[config.mk]
export PLATFORM = sky130hd
export DESIGN_NAME = erase_seq
export DESIGN_NICKNAME = d
export VERILOG_FILES = /design/src/rtl/erase_pkg.sv /design/src/rtl/jtag_tck_div.sv /design/src/rtl/jtag_op_engine.sv /design/src/rtl/erase_seq.sv
export SDC_FILE = /design/constraint.sdc
export NUM_CORES = 1
export LEC_CHECK = 0
export ABC_AREA = 0
export BUFFER_PORTS_ARGS = -buffer_cell sky130_fd_sc_hd__buf_2
export CORE_MARGIN = 3
export CORE_UTILIZATION = 42
export DETAILED_ROUTE_END_ITERATION = 16
export PLACE_DENSITY = 0.58
export SLEW_MARGIN = 0
export SYNTH_ARGS = -nofsm -noshare
export SYNTH_HDL_FRONTEND = slang
export SYNTH_SLANG_ARGS = --single-unit
[constraint.sdc]
create_clock -name clk -period 3.1 [get_ports clk]
set_clock_uncertainty 0.05 [all_clocks]
set_input_delay 0.465 -clock clk [delete_from_list [all_inputs] [get_ports clk]]
set_output_delay 0.465 -clock clk [all_outputs]
set_load 0.05 [all_outputs]
[src/rtl/erase_pkg.sv]
package erase_pkg;

   // kind of one TAP operation run by the operation engine
   typedef enum logic [1:0] {
      OP_RESET,
      OP_IR,
      OP_DR,
      OP_WAIT
   } op_kind_e;

   // sequencer phases, in program order
   typedef enum logic [3:0] {
      PH_IDLE,
      PH_TLR,
      PH_ENABLE,
      PH_ERA_IR,
      PH_ERA_DR,
      PH_ERA_WAIT,
      PH_BULK_IR,
      PH_BULK_DR,
      PH_BULK_WAIT,
      PH_VFY_DR
   } phase_e;

   localparam int RESET_ONES = 5;  // TMS-high rises that force Test-Logic-Reset
   localparam int IR_PRE     = 4;  // rises from Run-Test/Idle into Shift-IR
   localparam int DR_PRE     = 3;  // rises from Run-Test/Idle into Shift-DR
   localparam int POST       = 2;  // Exit1 -> Update -> Run-Test/Idle

endpackage

[src/rtl/jtag_tck_div.sv]
module jtag_tck_div #(
   parameter int DIV = 4
) (
   input  logic clk,
   input  logic rst_n,
   input  logic run,
   output logic tck,
   output logic rise,
   output logic fall
);

   localparam int CW = (DIV > 1) ? $clog2(DIV) : 1;

   logic tick;

   generate
      if (DIV == 1) begin : g_direct
         assign tick = run;
      end else begin : g_count
         logic [CW-1:0] cnt;
         always_ff @(posedge clk or negedge rst_n) begin
            if (!rst_n)
               cnt <= '0;
            else if (!run || cnt == CW'(DIV - 1))
               cnt <= '0;
            else
               cnt <= cnt + 1'b1;
         end
         assign tick = run && (cnt == CW'(DIV - 1));
      end
   endgenerate

   always_ff @(posedge clk or negedge rst_n) begin
      if (!rst_n)
         tck <= 1'b0;
      else if (!run)
         tck <= 1'b0;
      else if (tick)
         tck <= ~tck;
   end

   assign rise = tick && !tck;
   assign fall = tick && tck;

endmodule

[src/rtl/jtag_op_engine.sv]
module jtag_op_engine
   import erase_pkg::*;
#(
   parameter int IR_W     = 8,
   parameter int DR_W     = 18,
   parameter int WAIT_TCK = 400000
) (
   input  logic            clk,
   input  logic            rst_n,
   input  logic            load,
   input  op_kind_e        kind,
   input  logic [IR_W-1:0] ir_val,
   input  logic [DR_W-1:0] dr_val,
   input  logic            rise,
   input  logic            fall,
   input  logic            tdo,
   output logic            tms,
   output logic            tdi,
   output logic            last_step,
   output logic [DR_W-1:0] cap
);

   localparam int IR_LEN = IR_PRE + IR_W + POST;
   localparam int DR_LEN = DR_PRE + DR_W + POST;
   localparam int RS_LEN = RESET_ONES + 1;
   localparam int LEN_A  = (IR_LEN > DR_LEN) ? IR_LEN : DR_LEN;
   localparam int LEN_B  = (LEN_A > RS_LEN) ? LEN_A : RS_LEN;
   localparam int MAXLEN = (LEN_B > WAIT_TCK) ? LEN_B : WAIT_TCK;
   localparam int CW     = $clog2(MAXLEN + 1);
   localparam int IW     = $clog2(IR_W);
   localparam int DW     = $clog2(DR_W);

   localparam logic [CW-1:0] C_RS_ONES = CW'(RESET_ONES);
   localparam logic [CW-1:0] C_RS_END  = CW'(RS_LEN - 1);
   localparam logic [CW-1:0] C_IR_B0   = CW'(IR_PRE);
   localparam logic [CW-1:0] C_IR_BL   = CW'(IR_PRE + IR_W - 1);
   localparam logic [CW-1:0] C_IR_UP   = CW'(IR_PRE + IR_W);
   localparam logic [CW-1:0] C_IR_END  = CW'(IR_LEN - 1);
   localparam logic [CW-1:0] C_DR_B0   = CW'(DR_PRE);
   localparam logic [CW-1:0] C_DR_BL   = CW'(DR_PRE + DR_W - 1);
   localparam logic [CW-1:0] C_DR_UP   = CW'(DR_PRE + DR_W);
   localparam logic [CW-1:0] C_DR_END  = CW'(DR_LEN - 1);
   localparam logic [CW-1:0] C_WT_END  = CW'(WAIT_TCK - 1);

   op_kind_e        kind_q;
   logic [IR_W-1:0] ir_q;
   logic [DR_W-1:0] dr_q;
   logic [CW-1:0]   idx;
   logic [CW-1:0]   end_idx;
   logic [IW-1:0]   ir_pos;
   logic [DW-1:0]   dr_pos;
   logic            in_bits;

   // step index -> TMS/TDI; steps change on falling TCK only
   always_comb begin
      tms     = 1'b0;
      tdi     = 1'b0;
      in_bits = 1'b0;
      end_idx = C_WT_END;
      ir_pos  = IW'(idx - C_IR_B0);
      dr_pos  = DW'(idx - C_DR_B0);
      case (kind_q)
         OP_RESET: begin
            end_idx = C_RS_END;
            tms     = (idx < C_RS_ONES);
         end
         OP_IR: begin
            end_idx = C_IR_END;
            if (idx < C_IR_B0) begin
               tms = (idx < CW'(2));
            end else if (idx <= C_IR_BL) begin
               in_bits = 1'b1;
               tdi     = ir_q[ir_pos];
               tms     = (idx == C_IR_BL);
            end else begin
               tms = (idx == C_IR_UP);
            end
         end
         OP_DR: begin
            end_idx = C_DR_END;
            if (idx < C_DR_B0) begin
               tms = (idx == '0);
            end else if (idx <= C_DR_BL) begin
               in_bits = 1'b1;
               tdi     = dr_q[dr_pos];
               tms     = (idx == C_DR_BL);
            end else begin
               tms = (idx == C_DR_UP);
            end
         end
         default: end_idx = C_WT_END;
      endcase
   end

   assign last_step = (idx == end_idx);

   always_ff @(posedge clk or negedge rst_n) begin
      if (!rst_n) begin
         kind_q <= OP_WAIT;
         ir_q   <= '0;
         dr_q   <= '0;
         idx    <= '0;
         cap    <= '0;
      end else begin
         if (load) begin
            kind_q <= kind;
            ir_q   <= ir_val;
            dr_q   <= dr_val;
            idx    <= '0;
         end else if (fall && !last_step) begin
            idx <= idx + 1'b1;
         end
         if (rise && in_bits && kind_q == OP_DR)
            cap <= {tdo, cap[DR_W-1:1]};
      end
   end

endmodule

[src/rtl/erase_seq.sv]
module erase_seq
   import erase_pkg::*;
#(
   parameter int              DIV        = 4,
   parameter int              WAIT_TCK   = 400000,
   parameter int              IR_W       = 8,
   parameter int              DR_W       = 18,
   parameter logic [IR_W-1:0] OPC_ENABLE = 8'hE8,
   parameter logic [IR_W-1:0] OPC_ERASE  = 8'hEC,
   parameter logic [IR_W-1:0] OPC_BULK   = 8'hED,
   parameter logic [15:0]     ERASE_KEY  = 16'hAA55,
   parameter logic [DR_W-1:0] VFY_WORD   = 18'h00001,
   parameter logic [DR_W-1:0] VFY_MASK   = 18'h00003,
   parameter logic [DR_W-1:0] VFY_EXPECT = 18'h00001
) (
   input  logic clk,
   input  logic rst_n,
   input  logic start,
   input  logic opt_erase,
   input  logic tdo,
   output logic tck,
   output logic tms,
   output logic tdi,
   output logic busy,
   output logic done,
   output logic pass,
   output logic fail
);

   localparam logic [DR_W-1:0] ERASE_WORD = DR_W'({ERASE_KEY, 2'b11});
   localparam logic [DR_W-1:0] ALL_ONES   = '1;

   generate
      if (DIV < 1) begin : g_bad_div
         $error("erase_seq: DIV must be at least 1");
      end
      if (WAIT_TCK < 1) begin : g_bad_wait
         $error("erase_seq: WAIT_TCK must be at least 1");
      end
      if (IR_W < 2) begin : g_bad_ir
         $error("erase_seq: IR_W must be at least 2");
      end
      if (DR_W < 18) begin : g_bad_dr
         $error("erase_seq: DR_W must hold the keyed erase word");
      end
   endgenerate

   phase_e          phase, ph_next, ld_phase;
   op_kind_e        ld_kind;
   logic [IR_W-1:0] ld_ir;
   logic [DR_W-1:0] ld_dr;
   logic [DR_W-1:0] cap;
   logic            opt_q;
   logic            rise, fall, last_step, eng_tms, eng_tdi;
   logic            accept, op_end, load, match;

   jtag_tck_div #(.DIV(DIV)) u_div (
      .clk  (clk),
      .rst_n(rst_n),
      .run  (busy),
      .tck  (tck),
      .rise (rise),
      .fall (fall)
   );

   jtag_op_engine #(.IR_W(IR_W), .DR_W(DR_W), .WAIT_TCK(WAIT_TCK)) u_eng (
      .clk      (clk),
      .rst_n    (rst_n),
      .load     (load),
      .kind     (ld_kind),
      .ir_val   (ld_ir),
      .dr_val   (ld_dr),
      .rise     (rise),
      .fall     (fall),
      .tdo      (tdo),
      .tms      (eng_tms),
      .tdi      (eng_tdi),
      .last_step(last_step),
      .cap      (cap)
   );

   assign accept = start && !busy;
   assign op_end = busy && fall && last_step;
   assign match  = ((cap & VFY_MASK) == VFY_EXPECT);

   always_comb begin
      case (phase)
         PH_TLR:       ph_next = PH_ENABLE;
         PH_ENABLE:    ph_next = opt_q ? PH_ERA_IR : PH_BULK_IR;
         PH_ERA_IR:    ph_next = PH_ERA_DR;
         PH_ERA_DR:    ph_next = PH_ERA_WAIT;
         PH_ERA_WAIT:  ph_next = PH_BULK_IR;
         PH_BULK_IR:   ph_next = PH_BULK_DR;
         PH_BULK_DR:   ph_next = PH_BULK_WAIT;
         PH_BULK_WAIT: ph_next = PH_VFY_DR;
         default:      ph_next = PH_IDLE;
      endcase
   end

   assign ld_phase = accept ? PH_TLR : ph_next;
   assign load     = accept || (op_end && ph_next != PH_IDLE);

   always_comb begin
      ld_kind = OP_WAIT;
      ld_ir   = '0;
      ld_dr   = '0;
      case (ld_phase)
         PH_TLR:     ld_kind = OP_RESET;
         PH_ENABLE:  begin ld_kind = OP_IR; ld_ir = OPC_ENABLE; end
         PH_ERA_IR:  begin ld_kind = OP_IR; ld_ir = OPC_ERASE;  end
         PH_BULK_IR: begin ld_kind = OP_IR; ld_ir = OPC_BULK;   end
         PH_ERA_DR:  begin ld_kind = OP_DR; ld_dr = ERASE_WORD; end
         PH_BULK_DR: begin ld_kind = OP_DR; ld_dr = ALL_ONES;   end
         PH_VFY_DR:  begin ld_kind = OP_DR; ld_dr = VFY_WORD;   end
         default:    ld_kind = OP_WAIT;
      endcase
   end

   always_ff @(posedge clk or negedge rst_n) begin
      if (!rst_n) begin
         phase <= PH_IDLE;
         opt_q <= 1'b0;
         busy  <= 1'b0;
         done  <= 1'b0;
         pass  <= 1'b0;
         fail  <= 1'b0;
      end else if (accept) begin
         phase <= PH_TLR;
         opt_q <= opt_erase;
         busy  <= 1'b1;
         done  <= 1'b0;
         pass  <= 1'b0;
         fail  <= 1'b0;
      end else if (op_end) begin
         phase <= ph_next;
         if (ph_next == PH_IDLE) begin
            busy <= 1'b0;
            done <= 1'b1;
            pass <= match;
            fail <= !match;
         end
      end
   end

   assign tms = busy && eng_tms;
   assign tdi = busy && eng_tdi;

endmodule

Word level (Yosys, flattened, before mapping) --
Cells that the tools add are included. Widths: inputs -> output; s select.
Word-level totals: bits in registers 77, bits of input ports 5, output and inout bits 7, logic and storage cells 124
Cells by class: $add $sub $neg 4, order comparisons 8, equality and inequality tests 25, muxes and demuxes 45, bitwise logic cells 1, reductions and logical operators 28
Operator list (number):
- $pmux 19 s3 | 1
- $pmux 18 s3 | 1
- $eq 19x4->1 const B | 2
- $eq 19x5->1 const B | 2
- $lt 19x2->1 const B | 2
- $lt 19x3->1 const B | 2
- $mux 19 | 2
- $pmux 4 s8 | 1
- $eq 4x3->1 const B | 7
- $mux 1 | 28
- $pmux 8 s3 | 1
- $add 19x1->19 const B | 1
- $eq 19x19->1 | 1
- $le 19x4->1 const B | 1
- $le 19x5->1 const B | 1
- $logic_not 19->1 | 1
- $eq 4x2->1 const B | 4
- $logic_and 1x1->1 | 12
- $mux 4 | 3
- $eq 4x1->1 const B | 2
- $eq 4x4->1 const B | 2
- $lt 5x6->1 const B | 1
- $pmux 2 s3 | 1
- $reduce_bool 2->1 | 3
- other kinds (21) | 29

Longest topological paths before layout --
depth after elaboration 8, depth in mapped cells 10, mapped depth without buffers 8

Modules after synthesis --
From an unflattened synthesis, not the netlist that was laid out.
Second synthesis, totals: cell total of the unflattened synthesis 383, area total of the unflattened synthesis 4227.8 um^2
By module, submodules not included:
- jtag_op_engine | instances 1, cells each 298, area each 3463.3 um^2, seq. area each 1629.1 um^2
- erase_seq | instances 1, cells each 74, area each 629.4 um^2, seq. area each 225.2 um^2
- jtag_tck_div | instances 1, cells each 11, area each 135.1 um^2, seq. area each 75.1 um^2

Least setup slack after synthesis --
No wires, ideal clock.
path type register to output, start register u_eng.idx[1], end output port tms, data arrival time 2895 ps, data required time 2585 ps, setup slack -310 ps, cell stages (with the launch flop) 8, buffers on the path 1, cells stage by stage dfrtp_1 > ha_1 > clkbuf_1 > a21oi_1 > o21ai_0 > a32oi_1 > o21ai_0 > nor4bb_1
On the way: cells in the longest elaborated chain, start to end 5, elaborated cells on any way between the ends 17, those cells by class order compare: 6; eq/ne: 4; mux: 5; reduce/logical: 2
RTL lines:
- from (decl) | line jtag_op_engine.sv:48 | logic [CW-1:0] idx;
- from (signal assigned) | line jtag_op_engine.sv:111 | idx <= idx + 1'b1;
- $le 19x5->1, or another cell as far along | line jtag_op_engine.sv:83 | end else if (idx <= C_DR_BL) begin
- $mux 1 (on tied branches) | line jtag_op_engine.sv:83, jtag_op_engine.sv:71
- $mux 1 (on tied branches) | line jtag_op_engine.sv:81, jtag_op_engine.sv:69
- $pmux 1 s3 (*) | line jtag_op_engine.sv:62 | case (kind_q)
- $logic_and 1x1->1 (*) | line erase_seq.sv:145 | assign tms = busy && eng_tms;
- to (decl) | line erase_seq.sv:22 | output logic tms,
Mark *: on every way between the ends. The rest lies on a longest branch, timed or not.

Worst setup path in the final report --
start register u_eng.idx[9], end register u_eng.idx[12]
On the way: cells in the longest elaborated chain, start to end 5, elaborated cells on any way between the ends 10, those cells by class add/sub: 1; eq/ne: 1; mux: 2; reduce/logical: 6
RTL lines:
- parallel branches: the longest is 5 deep, another holds $add 19x1->19
Several ways; the timed one is not identified. The select of a mux whose other input is x is not followed. A chain may end at the register's enable or synchronous reset.

==> key figures <==
Routing
  • Drt first pass iters: 4
  • Wire per inst: 14.58 µm
  • DRC viols: 0
  • Via count: 2551
  • Drt first-iter violations: 111
  • Antenna-violating nets left: 0
  • Vias per cell: 5.474
  • Total wire length: 6794 µm

Die
  • Die area: 9006 µm²
  • Die X: 94.90 µm
  • Core Region: 7447 µm²
  • Die Height: 94.90 µm
  • Site Rows: 31
  • Starting Density: 44.57%
  • Ports: 12

Clock network
  • CTS tree: yes
  • CTS resizes: 0
  • CTS Buffer Depth: 2
  • CTS H-tree depth: 3
  • Clock latency at the later pin of the worst-skew pair: 0.34 ns
  • Hold_buf cts: 0
  • Post-CTS Setup Bufs: 0
  • Clk pin slew, worst setup/hold paths: 0.07 ns
  • Root buffer cell: clkbuf_8
  • CTS Sinks: 57
  • Clock buffer count from CTS: 9

Final layout
  • ANT cells: 0
  • Fin nets: 376
  • Layout area overhead: 12.89%
  • Cell Count, Final, Fillers Out: 466
  • Fillers: 734
  • Post-layout util: 50.32%
  • Layout cell share with drive strength beyond 1: 21.80%
  • Cell area after layout: 3747 µm²

Pwr
  • Logic pwr share: 32.1%
  • Switching part of the total: 35.64%
  • Leakage: 1.620 nW
  • Int Pwr: 1.588 mW
  • Peak VDD IR: 0.3824 mV
  • Seq pwr share: 36.0%
  • Design Power: 2.468 mW
  • Clock power frac: 31.9%
  • Pwr Density: 658.6 nW/µm²
  • Net Sw Power: 879.7 µW

Worst setup path
  • CP Data Arrival Time: 3.09 ns
  • Required time of the critical path: 3.27 ns
  • Crit path launch: u_eng.idx[9]$_DFFE_PN0P_
  • Crit Path Max Fanout: 19
  • CP Class: reg -> reg
  • CP Capture Type: flop
  • Crit path to: u_eng.idx[12]$_DFFE_PN0P_
  • Setup slack, reg-to-reg: 0.18 ns
  • R2R Path End: u_eng.idx[12]$_DFFE_PN0P_
  • Crit start category: flop
  • Path depth of the worst reg2reg path: 7
  • Reg-to-reg startpoint: u_eng.idx[9]$_DFFE_PN0P_

GRT
  • Antenna violations before repair: 0
  • Vias in the first global route: 2597
  • Tot GR Track Use: 17.50%
  • Global route overflow: 0
  • Largest net degree at the start of global routing: 27
  • Global-route wire length before repair: 12190 µm

Synthesis
  • Syn_area_per_cell: 9.484 µm²
  • Post-synth ARST share: 100.0%
  • Seq cells post-synth: 57
  • Syn nets: 364
  • Syn Inst Count: 350
  • Mapped Area: 3319 µm²
  • Synth Flop Type: dfrtp_1
  • Yosys cell types: 54
  • EDFF count, synth: 0
  • Seq/Total Area, Yosys: 43.05%
  • Synth warnings: 0

Placement
  • DP Area: 3513 µm²
  • Dpl cells: 450
  • DP HPWL: 4853 µm
  • Count of input and output buffers: 11
  • GP Congestion: 0.8263

STA
  • Min Tclk post-route: 2.921 ns
  • Final setup violation count: 0
  • Worst-margin pin slew: 0.5739 ns
  • Pins Over Slew Limit: 0
  • Final Hold Fails: 0
  • Final period util: 94.22%
  • Post-route setup TNS: 0 ns
  • Fmax achieved: 342.4 MHz
  • RSZ-0062 raised after global routing: false
  • Max_slew headroom: 61.74%

Min path
  • Tightest Hold Check Type: in -> async

Flow run
  • # Max-Cap Violations: 0

Status
  • Status: complete, no violations
[synthesized netlist by cell type, types with 2 or more instances]
master / n / share of area, %
o211ai_1: 4 / 0.90
inv_1: 11 / 1.2
a211oi_1: 3 / 0.68
xor2_1: 4 / 1.1
xnor2_1: 20 / 5.3
dfrtp_1: 55 / 41
nor3_1: 16 / 2.4
a32oi_1: 2 / 0.53
or4_4: 2 / 0.68
nand2b_1: 7 / 1.3
o22ai_1: 2 / 0.38
dfstp_2: 2 / 1.6
nor4b_1: 4 / 1.1
buf_2: 2 / 0.30
or3_1: 2 / 0.38
nor2b_1: 5 / 0.94
nand3_1: 8 / 1.2
nand2_1: 32 / 3.6
nor3b_1: 2 / 0.45
nand4_1: 5 / 0.94
a21o_1: 2 / 0.45
and3_1: 3 / 0.57
nand3b_1: 3 / 0.68
nand4b_1: 2 / 0.53
a21oi_1: 16 / 2.4
clkbuf_1: 16 / 1.8
and2_1: 3 / 0.57
nor4_1: 3 / 0.57
nor2_1: 39 / 4.4
mux2_2: 26 / 8.8
a211o_1: 2 / 0.53
o21ai_0: 16 / 2.4
ha_1: 9 / 3.4
buf_4: 2 / 0.45
[how the worst min path moves through the flow]
stage	from	to	slack, ns
2_1_floorplan	rst_n	busy$_DFFE_PN0P_	0.12
4_1_cts	rst_n	u_eng.idx[0]$_DFFE_PN0P_	0.06
3_5_place_dp	u_div.g_count.cnt[0]$_DFF_PN0_	u_div.g_count.cnt[0]$_DFF_PN0_	0.39
6_report	rst_n	u_eng.idx[0]$_DFFE_PN0P_	0.06
3_3_place_gp	u_div.g_count.cnt[0]$_DFF_PN0_	u_div.g_count.cnt[0]$_DFF_PN0_	0.38
5_1_grt	rst_n	u_eng.cap[6]$_DFFE_PN0P_	0.08
[area by class of cell]
type                       count  area, µm²  share of cell area, %
clock inverter                 7      101.3                  2.705
sequential                    57       1430                  38.16
timing repair buffer          22      140.1                  3.740
multi-input combinational    261       1787                  47.68
tap                           99      123.9                  3.306
clock buffer                   9      123.9                  3.306
inverter                      11      41.29                  1.102
[logic make-up after synthesis]
kind of cell / Yosys count / share of synthesized area [%]
adder cells (fa/ha/maj): 9 / 3.392
flip-flops: 57 / 43.05
AO/OA/AOI/OAI: 59 / 12.29
multiplexers: 27 / 9.122
AND/OR/NAND/NOR: 142 / 21.90
buffers and inverters: 32 / 3.920
XOR/XNOR: 24 / 6.332
[metrics by stage]
step / hold WS (ns) / setup slack (ns)
after floorplan: 0.1194 / 0.1642
after global placement: 0.3754 / 0.2043
after detailed placement: 0.3889 / 0.1750
after CTS: 0.06330 / 0.07408
after global routing: 0.07931 / 0.03151
final: 0.05943 / 0.1791
[flip-flops by register name, indices dropped and copies added (netlist names)]
| signal | flops |
|---|---|
| u_div.tck | 1 |
| u_div.g_count.cnt | 2 |
| busy | 1 |
| u_eng.ir_q | 3 |
| phase | 4 |
| u_eng.kind_q | 2 |
| done | 1 |
| fail | 1 |
| u_eng.cap | 18 |
| u_eng.dr_q | 3 |
| pass | 1 |
| u_eng.idx | 19 |
| opt_q | 1 |
[routing by layer]
layer  share of wire (%)  track usage (%)  wire, µm  up-vias
met5                   0                0         0        -
met4                 1.3            6.130        88        0
met3                 3.0            4.781       205        8
met2                  48            27.77      3250       27
met1                  48            22.97      3249     1260
li1                    -                -         -     1256
[cells in the final DEF, fill, tap and decap left out, types with 3 or more instances in the layout]
cell / instances
xnor2_1: 20
nor4b_1: 4
a211oi_1: 3
inv_1: 11
ha_1: 7
nand3b_1: 3
and2_1: 3
buf_4: 11
o211ai_1: 4
nand2b_1: 7
a21oi_1: 15
nand2_1: 32
nor3_1: 15
nor4_1: 3
nand4_1: 5
dfrtp_1: 54
o21ai_0: 16
buf_2: 10
xor2_1: 4
clkbuf_8: 9
nor2_1: 39
and3_1: 3
nor2b_1: 5
nand3_1: 8
mux2_2: 26
[worst max-delay path, stage by stage (launching register included)]
cell       delay (ns)
dfrtp_1          0.44
or4_4            0.53
or4_4            0.53
a2111oi_4        0.46
nand2_4          0.14
o21ai_4          0.27
buf_4            0.30
nor2_1           0.08
[power groups by stage]
| stage | Clock, mW | Sequential [mW] | Combinational (mW) |
|---|---|---|---|
| after floorplan | 0 | 0.899 | 0.575 |
| after CTS | 0.812 | 0.887 | 0.787 |
| after global placement | 0 | 0.899 | 0.774 |
| final | 0.788 | 0.889 | 0.792 |
| after global routing | 0.846 | 0.905 | 0.890 |
| after detailed placement | 0 | 0.902 | 0.780 |
(Power assumes the default switching activity.)
